**src/rtl/fpm_pkg.sv**
```systemverilog
package fpm_pkg;
    typedef enum logic [2:0] {
        ST_IDLE,   // page closed, precharge done
        ST_ROW,    // row strobe low, row address on pins
        ST_COL,    // column address set up, strobe still high
        ST_CASLO,  // column strobe low
        ST_CASHI,  // column precharge inside the page
        ST_PAGE,   // page open, waiting for a request
        ST_PRE,    // row precharge
        ST_REF     // bus handed to refresh sequencer
    } fpm_state_e;
endpackage

```
**src/rtl/fpm_cnt.sv**
```systemverilog
module fpm_cnt #(
    parameter int W = 4
) (
    input  logic         clk,
    input  logic         rst_n,
    input  logic         load,
    input  logic [W-1:0] load_val,
    input  logic         dec,
    output logic [W-1:0] cnt
);
    logic [W-1:0] cnt_d, cnt_q;

    always_comb begin
        cnt_d = cnt_q;
        if (load)
            cnt_d = load_val;
        else if (dec && cnt_q != '0)
            cnt_d = cnt_q - 1'b1;
    end

    always_ff @(posedge clk) begin
        if (!rst_n) cnt_q <= '0;
        else        cnt_q <= cnt_d;
    end

    assign cnt = cnt_q;
endmodule

```
**src/rtl/fpm_addr_split.sv**
```systemverilog
module fpm_addr_split #(
    parameter int ROW_W = 11,
    parameter int COL_W = 11
) (
    input  logic [ROW_W+COL_W-1:0] addr,
    input  logic [ROW_W-1:0]       open_row,
    output logic [ROW_W-1:0]       row,
    output logic [COL_W-1:0]       col,
    output logic                   hit
);
    assign row = addr[ROW_W+COL_W-1:COL_W];
    assign col = addr[COL_W-1:0];
    assign hit = (row == open_row);
endmodule

```
**src/rtl/fpm_dram_ctrl.sv**
```systemverilog
module fpm_dram_ctrl
    import fpm_pkg::*;
#(
    parameter int ROW_W     = 11,
    parameter int COL_W     = 11,
    parameter int DW        = 4,
    parameter int T_RCD     = 2,
    parameter int T_CAS     = 3,
    parameter int T_CP      = 1,
    parameter int T_RP      = 3,
    parameter int T_RAS_MAX = 10000
) (
    input  logic                   clk,
    input  logic                   rst_n,
    input  logic                   req_valid,
    output logic                   req_ready,
    input  logic                   req_we,
    input  logic [ROW_W+COL_W-1:0] req_addr,
    input  logic [DW-1:0]          req_wdata,
    output logic                   rsp_valid,
    output logic [DW-1:0]          rsp_rdata,
    input  logic                   ref_req,
    output logic                   ref_grant,
    output logic [((ROW_W > COL_W) ? ROW_W : COL_W)-1:0] dram_addr,
    output logic                   dram_ras_n,
    output logic                   dram_cas_n,
    output logic                   dram_we_n,
    output logic                   dram_oe_n,
    output logic [DW-1:0]          dram_dq_o,
    output logic                   dram_dq_oe,
    input  logic [DW-1:0]          dram_dq_i
);
    localparam int AW     = (ROW_W > COL_W) ? ROW_W : COL_W;
    localparam int PH_MAX = (T_RCD > T_CAS) ? ((T_RCD > T_RP) ? T_RCD : T_RP)
                                            : ((T_CAS > T_RP) ? T_CAS : T_RP);
    localparam int PH_W   = $clog2(PH_MAX + 1);
    localparam int AGE_W  = $clog2(T_RAS_MAX + 1);
    // RAS-low cycles one more page access needs: COL + CAS low + CAS high + decision
    localparam int GUARD  = T_CAS + T_CP + 2;
    localparam int RP_W   = $clog2(T_RP + 1);

    typedef struct packed {
        fpm_state_e       st;
        logic             pend;
        logic             we;
        logic [ROW_W-1:0] row;
        logic [COL_W-1:0] col;
        logic [DW-1:0]    wdata;
        logic [ROW_W-1:0] open_row;
        logic             ras_n;
        logic             cas_n;
        logic             we_n;
        logic             oe_n;
        logic             dq_oe;
        logic [AW-1:0]    addr;
        logic [DW-1:0]    dq_o;
        logic             rsp_v;
        logic [DW-1:0]    rdata;
        logic             grant;
    } ctrl_t;

    ctrl_t ctl_d, ctl_q;

    logic [ROW_W-1:0] in_row;
    logic [COL_W-1:0] in_col;
    logic             in_hit;
    logic             ph_load;
    logic [PH_W-1:0]  ph_val;
    logic [PH_W-1:0]  ph_cnt;
    logic             ph_zero;
    logic             age_load;
    logic [AGE_W-1:0] age_cnt;
    logic             age_ok;
    logic             accept;

    fpm_addr_split #(.ROW_W(ROW_W), .COL_W(COL_W)) u_split (
        .addr     (req_addr),
        .open_row (ctl_q.open_row),
        .row      (in_row),
        .col      (in_col),
        .hit      (in_hit)
    );

    fpm_cnt #(.W(PH_W)) u_phase (
        .clk      (clk),
        .rst_n    (rst_n),
        .load     (ph_load),
        .load_val (ph_val),
        .dec      (1'b1),
        .cnt      (ph_cnt)
    );

    fpm_cnt #(.W(AGE_W)) u_age (
        .clk      (clk),
        .rst_n    (rst_n),
        .load     (age_load),
        .load_val (AGE_W'(T_RAS_MAX - 1)),
        .dec      (!ctl_q.ras_n),
        .cnt      (age_cnt)
    );

    assign ph_zero   = (ph_cnt == '0);
    assign age_ok    = (age_cnt >= AGE_W'(GUARD));
    assign req_ready = !ref_req &&
                       ((ctl_q.st == ST_IDLE) || (ctl_q.st == ST_PAGE && age_ok));
    assign accept    = req_valid && req_ready;

    always_comb begin
        ctl_d       = ctl_q;
        ctl_d.rsp_v = 1'b0;
        if (accept) begin
            ctl_d.we    = req_we;
            ctl_d.row   = in_row;
            ctl_d.col   = in_col;
            ctl_d.wdata = req_wdata;
        end
        unique case (ctl_q.st)
            ST_IDLE: begin
                if (ref_req)     ctl_d.st = ST_REF;
                else if (accept) ctl_d.st = ST_ROW;
            end
            ST_ROW:   if (ph_zero) ctl_d.st = ST_COL;
            ST_COL:   ctl_d.st = ST_CASLO;
            ST_CASLO: begin
                if (ph_zero) begin
                    ctl_d.st = ST_CASHI;
                    if (!ctl_q.we) begin
                        ctl_d.rsp_v = 1'b1;
                        ctl_d.rdata = dram_dq_i;
                    end
                end
            end
            ST_CASHI: if (ph_zero) ctl_d.st = ST_PAGE;
            ST_PAGE: begin
                if (ref_req || !age_ok) begin
                    ctl_d.st = ST_PRE;
                end else if (accept) begin
                    if (in_hit) begin
                        ctl_d.st = ST_COL;
                    end else begin
                        ctl_d.st   = ST_PRE;
                        ctl_d.pend = 1'b1;
                    end
                end
            end
            ST_PRE: begin
                if (ph_zero) begin
                    if (ctl_q.pend) begin
                        ctl_d.st   = ST_ROW;
                        ctl_d.pend = 1'b0;
                    end else if (ref_req) begin
                        ctl_d.st = ST_REF;
                    end else begin
                        ctl_d.st = ST_IDLE;
                    end
                end
            end
            ST_REF:   if (!ref_req) ctl_d.st = ST_PRE;
            default:  ctl_d.st = ST_IDLE;
        endcase

        if (ctl_d.st == ST_ROW) ctl_d.open_row = ctl_d.row;

        // pins follow the next state so they leave a flop
        ctl_d.ras_n = !(ctl_d.st inside {ST_ROW, ST_COL, ST_CASLO, ST_CASHI, ST_PAGE});
        ctl_d.cas_n = (ctl_d.st != ST_CASLO);
        ctl_d.we_n  = !(ctl_d.we && (ctl_d.st inside {ST_COL, ST_CASLO}));
        ctl_d.dq_oe = ctl_d.we && (ctl_d.st inside {ST_COL, ST_CASLO});
        ctl_d.oe_n  = !(!ctl_d.we && (ctl_d.st inside {ST_COL, ST_CASLO}));
        ctl_d.dq_o  = ctl_d.wdata;
        ctl_d.grant = (ctl_d.st == ST_REF);
        if (ctl_d.st == ST_ROW || (ctl_d.st == ST_PRE && ctl_d.pend))
            ctl_d.addr = AW'(ctl_d.row);
        else if (ctl_d.st inside {ST_COL, ST_CASLO, ST_CASHI})
            ctl_d.addr = AW'(ctl_d.col);
    end

    always_comb begin
        ph_load = (ctl_d.st != ctl_q.st);
        unique case (ctl_d.st)
            ST_ROW:   ph_val = PH_W'(T_RCD - 1);
            ST_CASLO: ph_val = PH_W'(T_CAS - 1);
            ST_CASHI: ph_val = PH_W'(T_CP - 1);
            ST_PRE:   ph_val = PH_W'(T_RP - 1);
            default:  ph_val = '0;
        endcase
        age_load = (ctl_d.st == ST_ROW) && (ctl_q.st != ST_ROW);
    end

    always_ff @(posedge clk) begin
        if (!rst_n) begin
            ctl_q       <= '0;
            ctl_q.st    <= ST_IDLE;
            ctl_q.ras_n <= 1'b1;
            ctl_q.cas_n <= 1'b1;
            ctl_q.we_n  <= 1'b1;
            ctl_q.oe_n  <= 1'b1;
        end else begin
            ctl_q <= ctl_d;
        end
    end

    assign rsp_valid  = ctl_q.rsp_v;
    assign rsp_rdata  = ctl_q.rdata;
    assign ref_grant  = ctl_q.grant;
    assign dram_addr  = ctl_q.addr;
    assign dram_ras_n = ctl_q.ras_n;
    assign dram_cas_n = ctl_q.cas_n;
    assign dram_we_n  = ctl_q.we_n;
    assign dram_oe_n  = ctl_q.oe_n;
    assign dram_dq_o  = ctl_q.dq_o;
    assign dram_dq_oe = ctl_q.dq_oe;

    // ---------------- pin-level checks ----------------
    logic [AGE_W:0]  ras_lo_cnt_q;
    logic [RP_W-1:0] ras_hi_cnt_q;

    always_ff @(posedge clk) begin
        if (!rst_n) begin
            ras_lo_cnt_q <= '0;
            ras_hi_cnt_q <= RP_W'(T_RP);
        end else begin
            ras_lo_cnt_q <= dram_ras_n ? '0 : ras_lo_cnt_q + 1'b1;
            if (!dram_ras_n)
                ras_hi_cnt_q <= '0;
            else if (ras_hi_cnt_q != RP_W'(T_RP))
                ras_hi_cnt_q <= ras_hi_cnt_q + 1'b1;
        end
    end


    ras_low_limit_chk: assert property (@(posedge clk) disable iff (!rst_n)
        ras_lo_cnt_q <= (AGE_W+1)'(T_RAS_MAX));


    row_precharge_chk: assert property (@(posedge clk) disable iff (!rst_n)
        $fell(dram_ras_n) |-> ras_hi_cnt_q >= RP_W'(T_RP));


    cas_under_ras_chk: assert property (@(posedge clk) disable iff (!rst_n)
        !dram_cas_n |-> !dram_ras_n);


    early_write_chk: assert property (@(posedge clk) disable iff (!rst_n)
        ($fell(dram_cas_n) && !dram_we_n) |-> (!$past(dram_we_n) && dram_dq_oe));


    col_addr_stable_chk: assert property (@(posedge clk) disable iff (!rst_n)
        !dram_cas_n |-> $stable(dram_addr));


    rsp_at_cas_rise_chk: assert property (@(posedge clk) disable iff (!rst_n)
        rsp_valid |-> $rose(dram_cas_n));


    grant_idle_strobes_chk: assert property (@(posedge clk) disable iff (!rst_n)
        ref_grant |-> (dram_ras_n && dram_cas_n));
endmodule

```
**config.mk**
```make
export PLATFORM = sky130hd
export DESIGN_NAME = fpm_dram_ctrl
export DESIGN_NICKNAME = d
export VERILOG_FILES = /design/src/rtl/fpm_pkg.sv /design/src/rtl/fpm_cnt.sv /design/src/rtl/fpm_addr_split.sv /design/src/rtl/fpm_dram_ctrl.sv
export SDC_FILE = /design/constraint.sdc
export NUM_CORES = 1
export LEC_CHECK = 0
export ABC_AREA = 1
export BUFFER_PORTS_ARGS = -buffer_cell sky130_fd_sc_hd__buf_2
export CAP_MARGIN = 20
export CORE_UTILIZATION = 63
export DETAILED_ROUTE_END_ITERATION = 7
export MAX_ROUTING_LAYER = met4
export PLACE_DENSITY = 0.86
export RECOVER_POWER = 100
export SETUP_SLACK_MARGIN = 0.2
export SLEW_MARGIN = 20
export SYNTH_ARGS = -nofsm -noshare
export SYNTH_HDL_FRONTEND = slang
export SYNTH_HIERARCHICAL = 1
export SYNTH_SLANG_ARGS = --single-unit
```
**constraint.sdc**
```tcl
create_clock -name clk -period 7.78 [get_ports clk]
set_input_delay 1.556 -clock clk [delete_from_list [all_inputs] [get_ports clk]]
set_output_delay 1.556 -clock clk [all_outputs]
set_load 0.05 [all_outputs]
```
* Word-level counts from Yosys, hierarchy flattened *
Cells that the tools add are included.

cells by class
  bitwise logic cells = 2
  equal/unequal tests = 18
  $add $sub $neg = 2
  magnitude comparators = 1
  mux-type cells = 25
  reduce and logical (&&, ||, !) cells = 32

operators by type and width
  cell                                                                     number
  3-bit two-way mux                                                        10
  14-bit two-way mux                                                       2
  27-bit two-way mux                                                       1
  3-bit equality test (second input constant)                              8
  3-bit one-hot mux with 8 select lines                                    1
  11-bit two-way mux                                                       2
  14-bit by 3-bit >= comparator with 1-bit output (second input constant)  1
  14-bit nonzero test                                                      1
  14-bit by 1-bit subtractor with 14-bit output (second input constant)    1
  3-bit by 2-bit equality test with 1-bit output (second input constant)   4
  11-bit equality test                                                     1
  2-bit nonzero test                                                       5
  1-bit logical AND                                                        8
  4-bit two-way mux                                                        2
  1-bit logical NOT                                                        7
  3-bit by 1-bit equality test with 1-bit output (second input constant)   2
  3-bit AND reduction                                                      2
  5-bit two-way mux                                                        1
  5-bit nonzero test                                                       1
  2-bit two-way mux                                                        2
  2-bit one-hot mux with 2 select lines                                    1
  2-bit OR reduction                                                       2
  3-bit logical NOT                                                        1
  1-bit logical OR                                                         3
  9 further kinds                                                          11

storage, ports and cells
  flip-flop bits (word level) = 80
  output and inout bits = 27
  word-level logic and storage cells = 99

* Logic depth before layout (Yosys ltp) *
  word-level depth = 12
  depth in mapped cells = 22
  gate-level depth less buffers = 19

* Modules after synthesis *
Netlist, hierarchy kept.

by module, submodules not included
  module             cells each  instances  area each (sq um)
  fpm_dram_ctrl      402         1          3,134.3
  fpm_cnt (u_age)    176         1          1,041.0
  fpm_addr_split     63          1          351.6
  fpm_cnt (u_phase)  24          1          136.4

* Least setup slack after synthesis *
OpenSTA, ideal clock, no wires.

  path kind = input to output
  start point = in ref_req
  end point = out req_ready
  arrival time = 2,314 ps
  data required time = 6,224 ps
  path slack = 3,910 ps
  path buffers = 0
  stages on the path = 3
  path through = inv_1 nand2_1 o21ai_2

between the ends
  cells in the longest elaborated chain, start to end = 2

ends and longest elaborated chain
  element            RTL line              text
  start, declared    fpm_dram_ctrl.sv:22   input logic ref_req,
  1-bit logical NOT  -
  1-bit logical AND  fpm_dram_ctrl.sv:104  assign req_ready = !ref_req &&
  end, declared      fpm_dram_ctrl.sv:16   output logic req_ready,

No other way between the ends.

* Worst setup path after layout *
  start point = in req_addr[16]
  end point = reg u_age.cnt_q[2] (netlist: u_age/cnt[2])

between the ends
  cells in the longest elaborated chain, start to end = 8

ends and longest elaborated chain
  element                                                   RTL line              text
  start, declared                                           fpm_dram_ctrl.sv:18   input logic [ROW_W+COL_W-1:0] req_addr,
  11-bit equality test *                                    fpm_addr_split.sv:13  assign hit = (row == open_row);
  net in_hit                                                fpm_dram_ctrl.sv:66   logic in_hit;
  3-bit two-way mux *                                       fpm_dram_ctrl.sv:138  if (in_hit) begin
  4-bit two-way mux *                                       fpm_dram_ctrl.sv:137  end else if (accept) begin
  3-bit two-way mux *                                       fpm_dram_ctrl.sv:135  if (ref_req || !age_ok) begin
  3-bit one-hot mux with 8 select lines *                   fpm_dram_ctrl.sv:117  unique case (ctl_q.st)
  3-bit by 1-bit equality test with 1-bit output *          fpm_dram_ctrl.sv:187  age_load = (ctl_d.st == ST_ROW) && (ctl_q.st != ST_ROW);
  1-bit logical AND *                                       fpm_dram_ctrl.sv:187
  net age_load                                              fpm_dram_ctrl.sv:71   logic age_load;
  14-bit two-way mux or 2-bit nonzero test (tied branches)  -
  end signal, assigned                                      fpm_cnt.sv:23         else cnt_q <= cnt_d;
  end, declared                                             fpm_cnt.sv:11         logic [W-1:0] cnt_d, cnt_q;

Mark *: on every way through the listed nets, which the timed path passes. The rest lies on a longest branch.
A chain may end at the register's enable or synchronous reset.

==> results.cfg <==
[drt]
avgRoutedWirePerCell_um = 13.4
vias_per_cell = 5.28
via_count = 4161
drtAntennaViolNets = 0
drc = 0
firstDrtPassIters = 5
wl_um = 10500
drtIter0Drc = 286

[sta]
post-route-period-util_pct = 70.5
setup_ws_ps = 2290
timing.final.max_slew_violations = 41
setup_viol = 0
setup_tns_ps = 0
finalHoldViolCount = 0
worst_pin_slew_ps = 1960
fmax_mhz = 182
fin_skew_ps = 12.1
rsz0062_at_grt = no
slew_headroom_pct = -30.9
fin_crit_ps = 5490

[clocking]
cts_tree = built
cts_max_path_buffers = 2
root_buffer = clkbuf_8
clock_sinks = 80
postCtsHoldBufs = 0
cts_setup_buffers = 0
cts_resized = 0
clk_latency_ps = 370
cts.htree.levels = 3
clk_pin_slew_ps = 80
cts_buffers = 9

[run]
drv_cap = 1

[outcome]
outcome = finished with violations
failed_checks = capacitance limit, slew limit

[floorplan]
initial_core_util_pct = 66.8
die_h_um = 88.0
coreArea_mm2 = 0.00698
fp-row-count = 30
die_area_mm2 = 0.00775
die_w_um = 88.0
pin_count = 62

[setup_path]
slowest_delay_ps = 950
worstPathArrival_ps = 5730
crit_fanout = 16
cp_data_required_time_ps = 8020
cp_top_family = simple AND/OR/NAND/NOR gates
crit_chain = buf_2 -> inv_1 -> nand2_1 -> nand2_1 -> nand2_1 -> nor2_1 -> nand2_1 -> nor2_2 -> inv_1 -> o31ai_1 -> nand2_1 -> nand2_1 -> nand2_1 -> a31oi_1 -> inv_1 -> nand2_1 -> clkinvlp_2 -> nand2_1 -> a21oi_1
path_class = input port to register
startpoint_type = input port
worstSetupEndpointType = register
path_buf_inv = 5
rr_worst_depth = 15
crit_cells = 19
crit_path_top_delay_cell = a31oi_1
path_common_cell = nand2_1

[global_routing]
grt_max_degree = 41
grt_use_total_pct = 28.6
antenna_found_initial = 0
grt_pass1_vias = 3665
grt_pass1_wl_um = 16600
grt-ovfl-total = 0

[synthesis]
synth-edff-count = 0
ys_ff_latch = 80
async_flop_share_pct = 0
synth_cells = 665
synth_flop_cell = dfxtp_1
yosysUniqueCellTypes = 46
yosys_warnings = 6
syn_avg_cell_area_um2 = 7.01
syn_area_mm2 = 0.00466
seq_area_frac_synth_pct = 34.3

[final_layout]
final_core_util_pct = 68.0
fin_nets = 724
mostFrequentLayoutCells = nand2_1, nor2_1, dfxtp_1
drive_gt1_share_pct = 12.4
layout_commonest_cell = nand2_1
area_growth_pct = 1.82
nFillCells = 634
diodes = 0

[power]
power_density_mw_per_mm2 = 484
ir_worst_vdd_mv = 0.336
cellLeakagePower_nw = 2.24

[placed_design]
portBuffers = 61
gp_congestion = 0.929
dpl.hpwl_um = 7350
place_ws_ps = 2580

[min_path]
hold_depth = 2
hp-class = register to register
==> worst paths after layout <==
path | start | end | slack (ps)
worst min-delay path | ctl_q[43]$_SDFF_PN0_ | ctl_q[43]$_SDFF_PN0_ | 480
worst max-delay path | req_addr[16] | u_age/cnt[2]$_SDFFE_PN0P_ | 2290
worst min register to register | ctl_q[43]$_SDFF_PN0_ | ctl_q[43]$_SDFF_PN0_ | 480
worst max register to register | u_age/cnt[10]$_SDFFE_PN0P_ | u_age/cnt[2]$_SDFFE_PN0P_ | 3190
==> state kept, by name (all words and copies together) (netlist names) <==
register,flops
dram_ras_n,1
dram_we_n,1
rsp_valid,1
dram_dq_o,4
u_phase/cnt,2
ref_grant,1
dram_cas_n,1
u_age/cnt,14
rsp_rdata,4
ctl_q,38
dram_dq_oe,1
dram_addr,11
dram_oe_n,1
==> where the power goes <==
| part | internal [mW] | leakage, nW | switching (mW) |
|---|---|---|---|
| sequential | 0.526 | 0.656 | 0.0809 |
| clock | 0.185 | 0.116 | 0.168 |
| combinational | 0.385 | 1.47 | 0.951 |
| total | 1.10 | 2.24 | 1.20 |
==> kinds of logic after synthesis <==
group	after synthesis	share of synthesized area [%]
other	2	0.161
adders and majority gates	2	0.537
and+or+nand+nor	354	33.4
xor gates and xnor gates	10	1.88
buffers and inverters	134	16.4
DFF	80	34.3
AOI/OAI and AO/OA	83	13.2
==> through the flow <==
step | total power, mW | hold WS [ps] | std cells | cell area (um2)
final | 2.30 | 481 | 788 | 4750
after global routing | 2.48 | 513 | 788 | 4750
after CTS | 2.34 | 483 | 788 | 4870
after detailed placement | 1.98 | 468 | 772 | 4650
after global placement | 1.93 | 458 | 772 | 4650
after floorplan | 1.85 | 453 | 678 | 4710
==> final cells by class <==
class                      instances  area, um2  area share [%]
tap                               96        120            2.53
multi-input combinational        464       2260            47.7
sequential                        80       1600            33.7
clock buffer                       9        124            2.61
inverter                          70        265            5.59
timing repair buffer              62        272            5.72
clock inverter                     7        103            2.16
==> layer usage <==
layer / track usage [%] / up-vias / part of all wire (%)
met1: 36.8 / 1914 / 46
li1: - / 2072 / -
met3: 4.81 / 25 / 6.1
met4: 10.9 / 0 / 2.1
met5: - / - / 0
met2: 45.0 / 150 / 46
==> cells in the mapped netlist (3+ instances only) <==
master / number / share of area [%]
a21oi_1: 12 / 1.3
o21ai_0: 26 / 2.8
xor2_1: 8 / 1.5
a21oi_2: 10 / 1.9
nand2_2: 7 / 0.94
buf_4: 41 / 6.6
buf_6: 9 / 2.2
or2_1: 8 / 1.1
inv_1: 62 / 5.0
nand2_4: 3 / 0.72
clkbuf_1: 7 / 0.56
nand4_1: 4 / 0.54
nor2_1: 103 / 8.3
nor2_2: 5 / 0.67
nand2_1: 152 / 12
inv_2: 6 / 0.48
or2_0: 12 / 1.6
o21ai_2: 12 / 2.3
nand3_1: 51 / 5.5
a211oi_2: 10 / 2.7
o21ai_1: 3 / 0.32
dfxtp_1: 80 / 34
buf_2: 3 / 0.32
==> worst register-to-register path, stage by stage (launching register included) <==
cell        delay (ps)
dfxtp_1            450
nor2_1              80
nand2_1             80
nor2_1              40
nand2_1            130
nand2_1            170
o31ai_1            220
nand2_1            190
nand2_1            230
nand2_1            370
a31oi_1            950
inv_1              500
nand2_1            460
clkinvlp_2         380
nand2_1            150
a21oi_1             70
(Power assumes the default switching activity.)
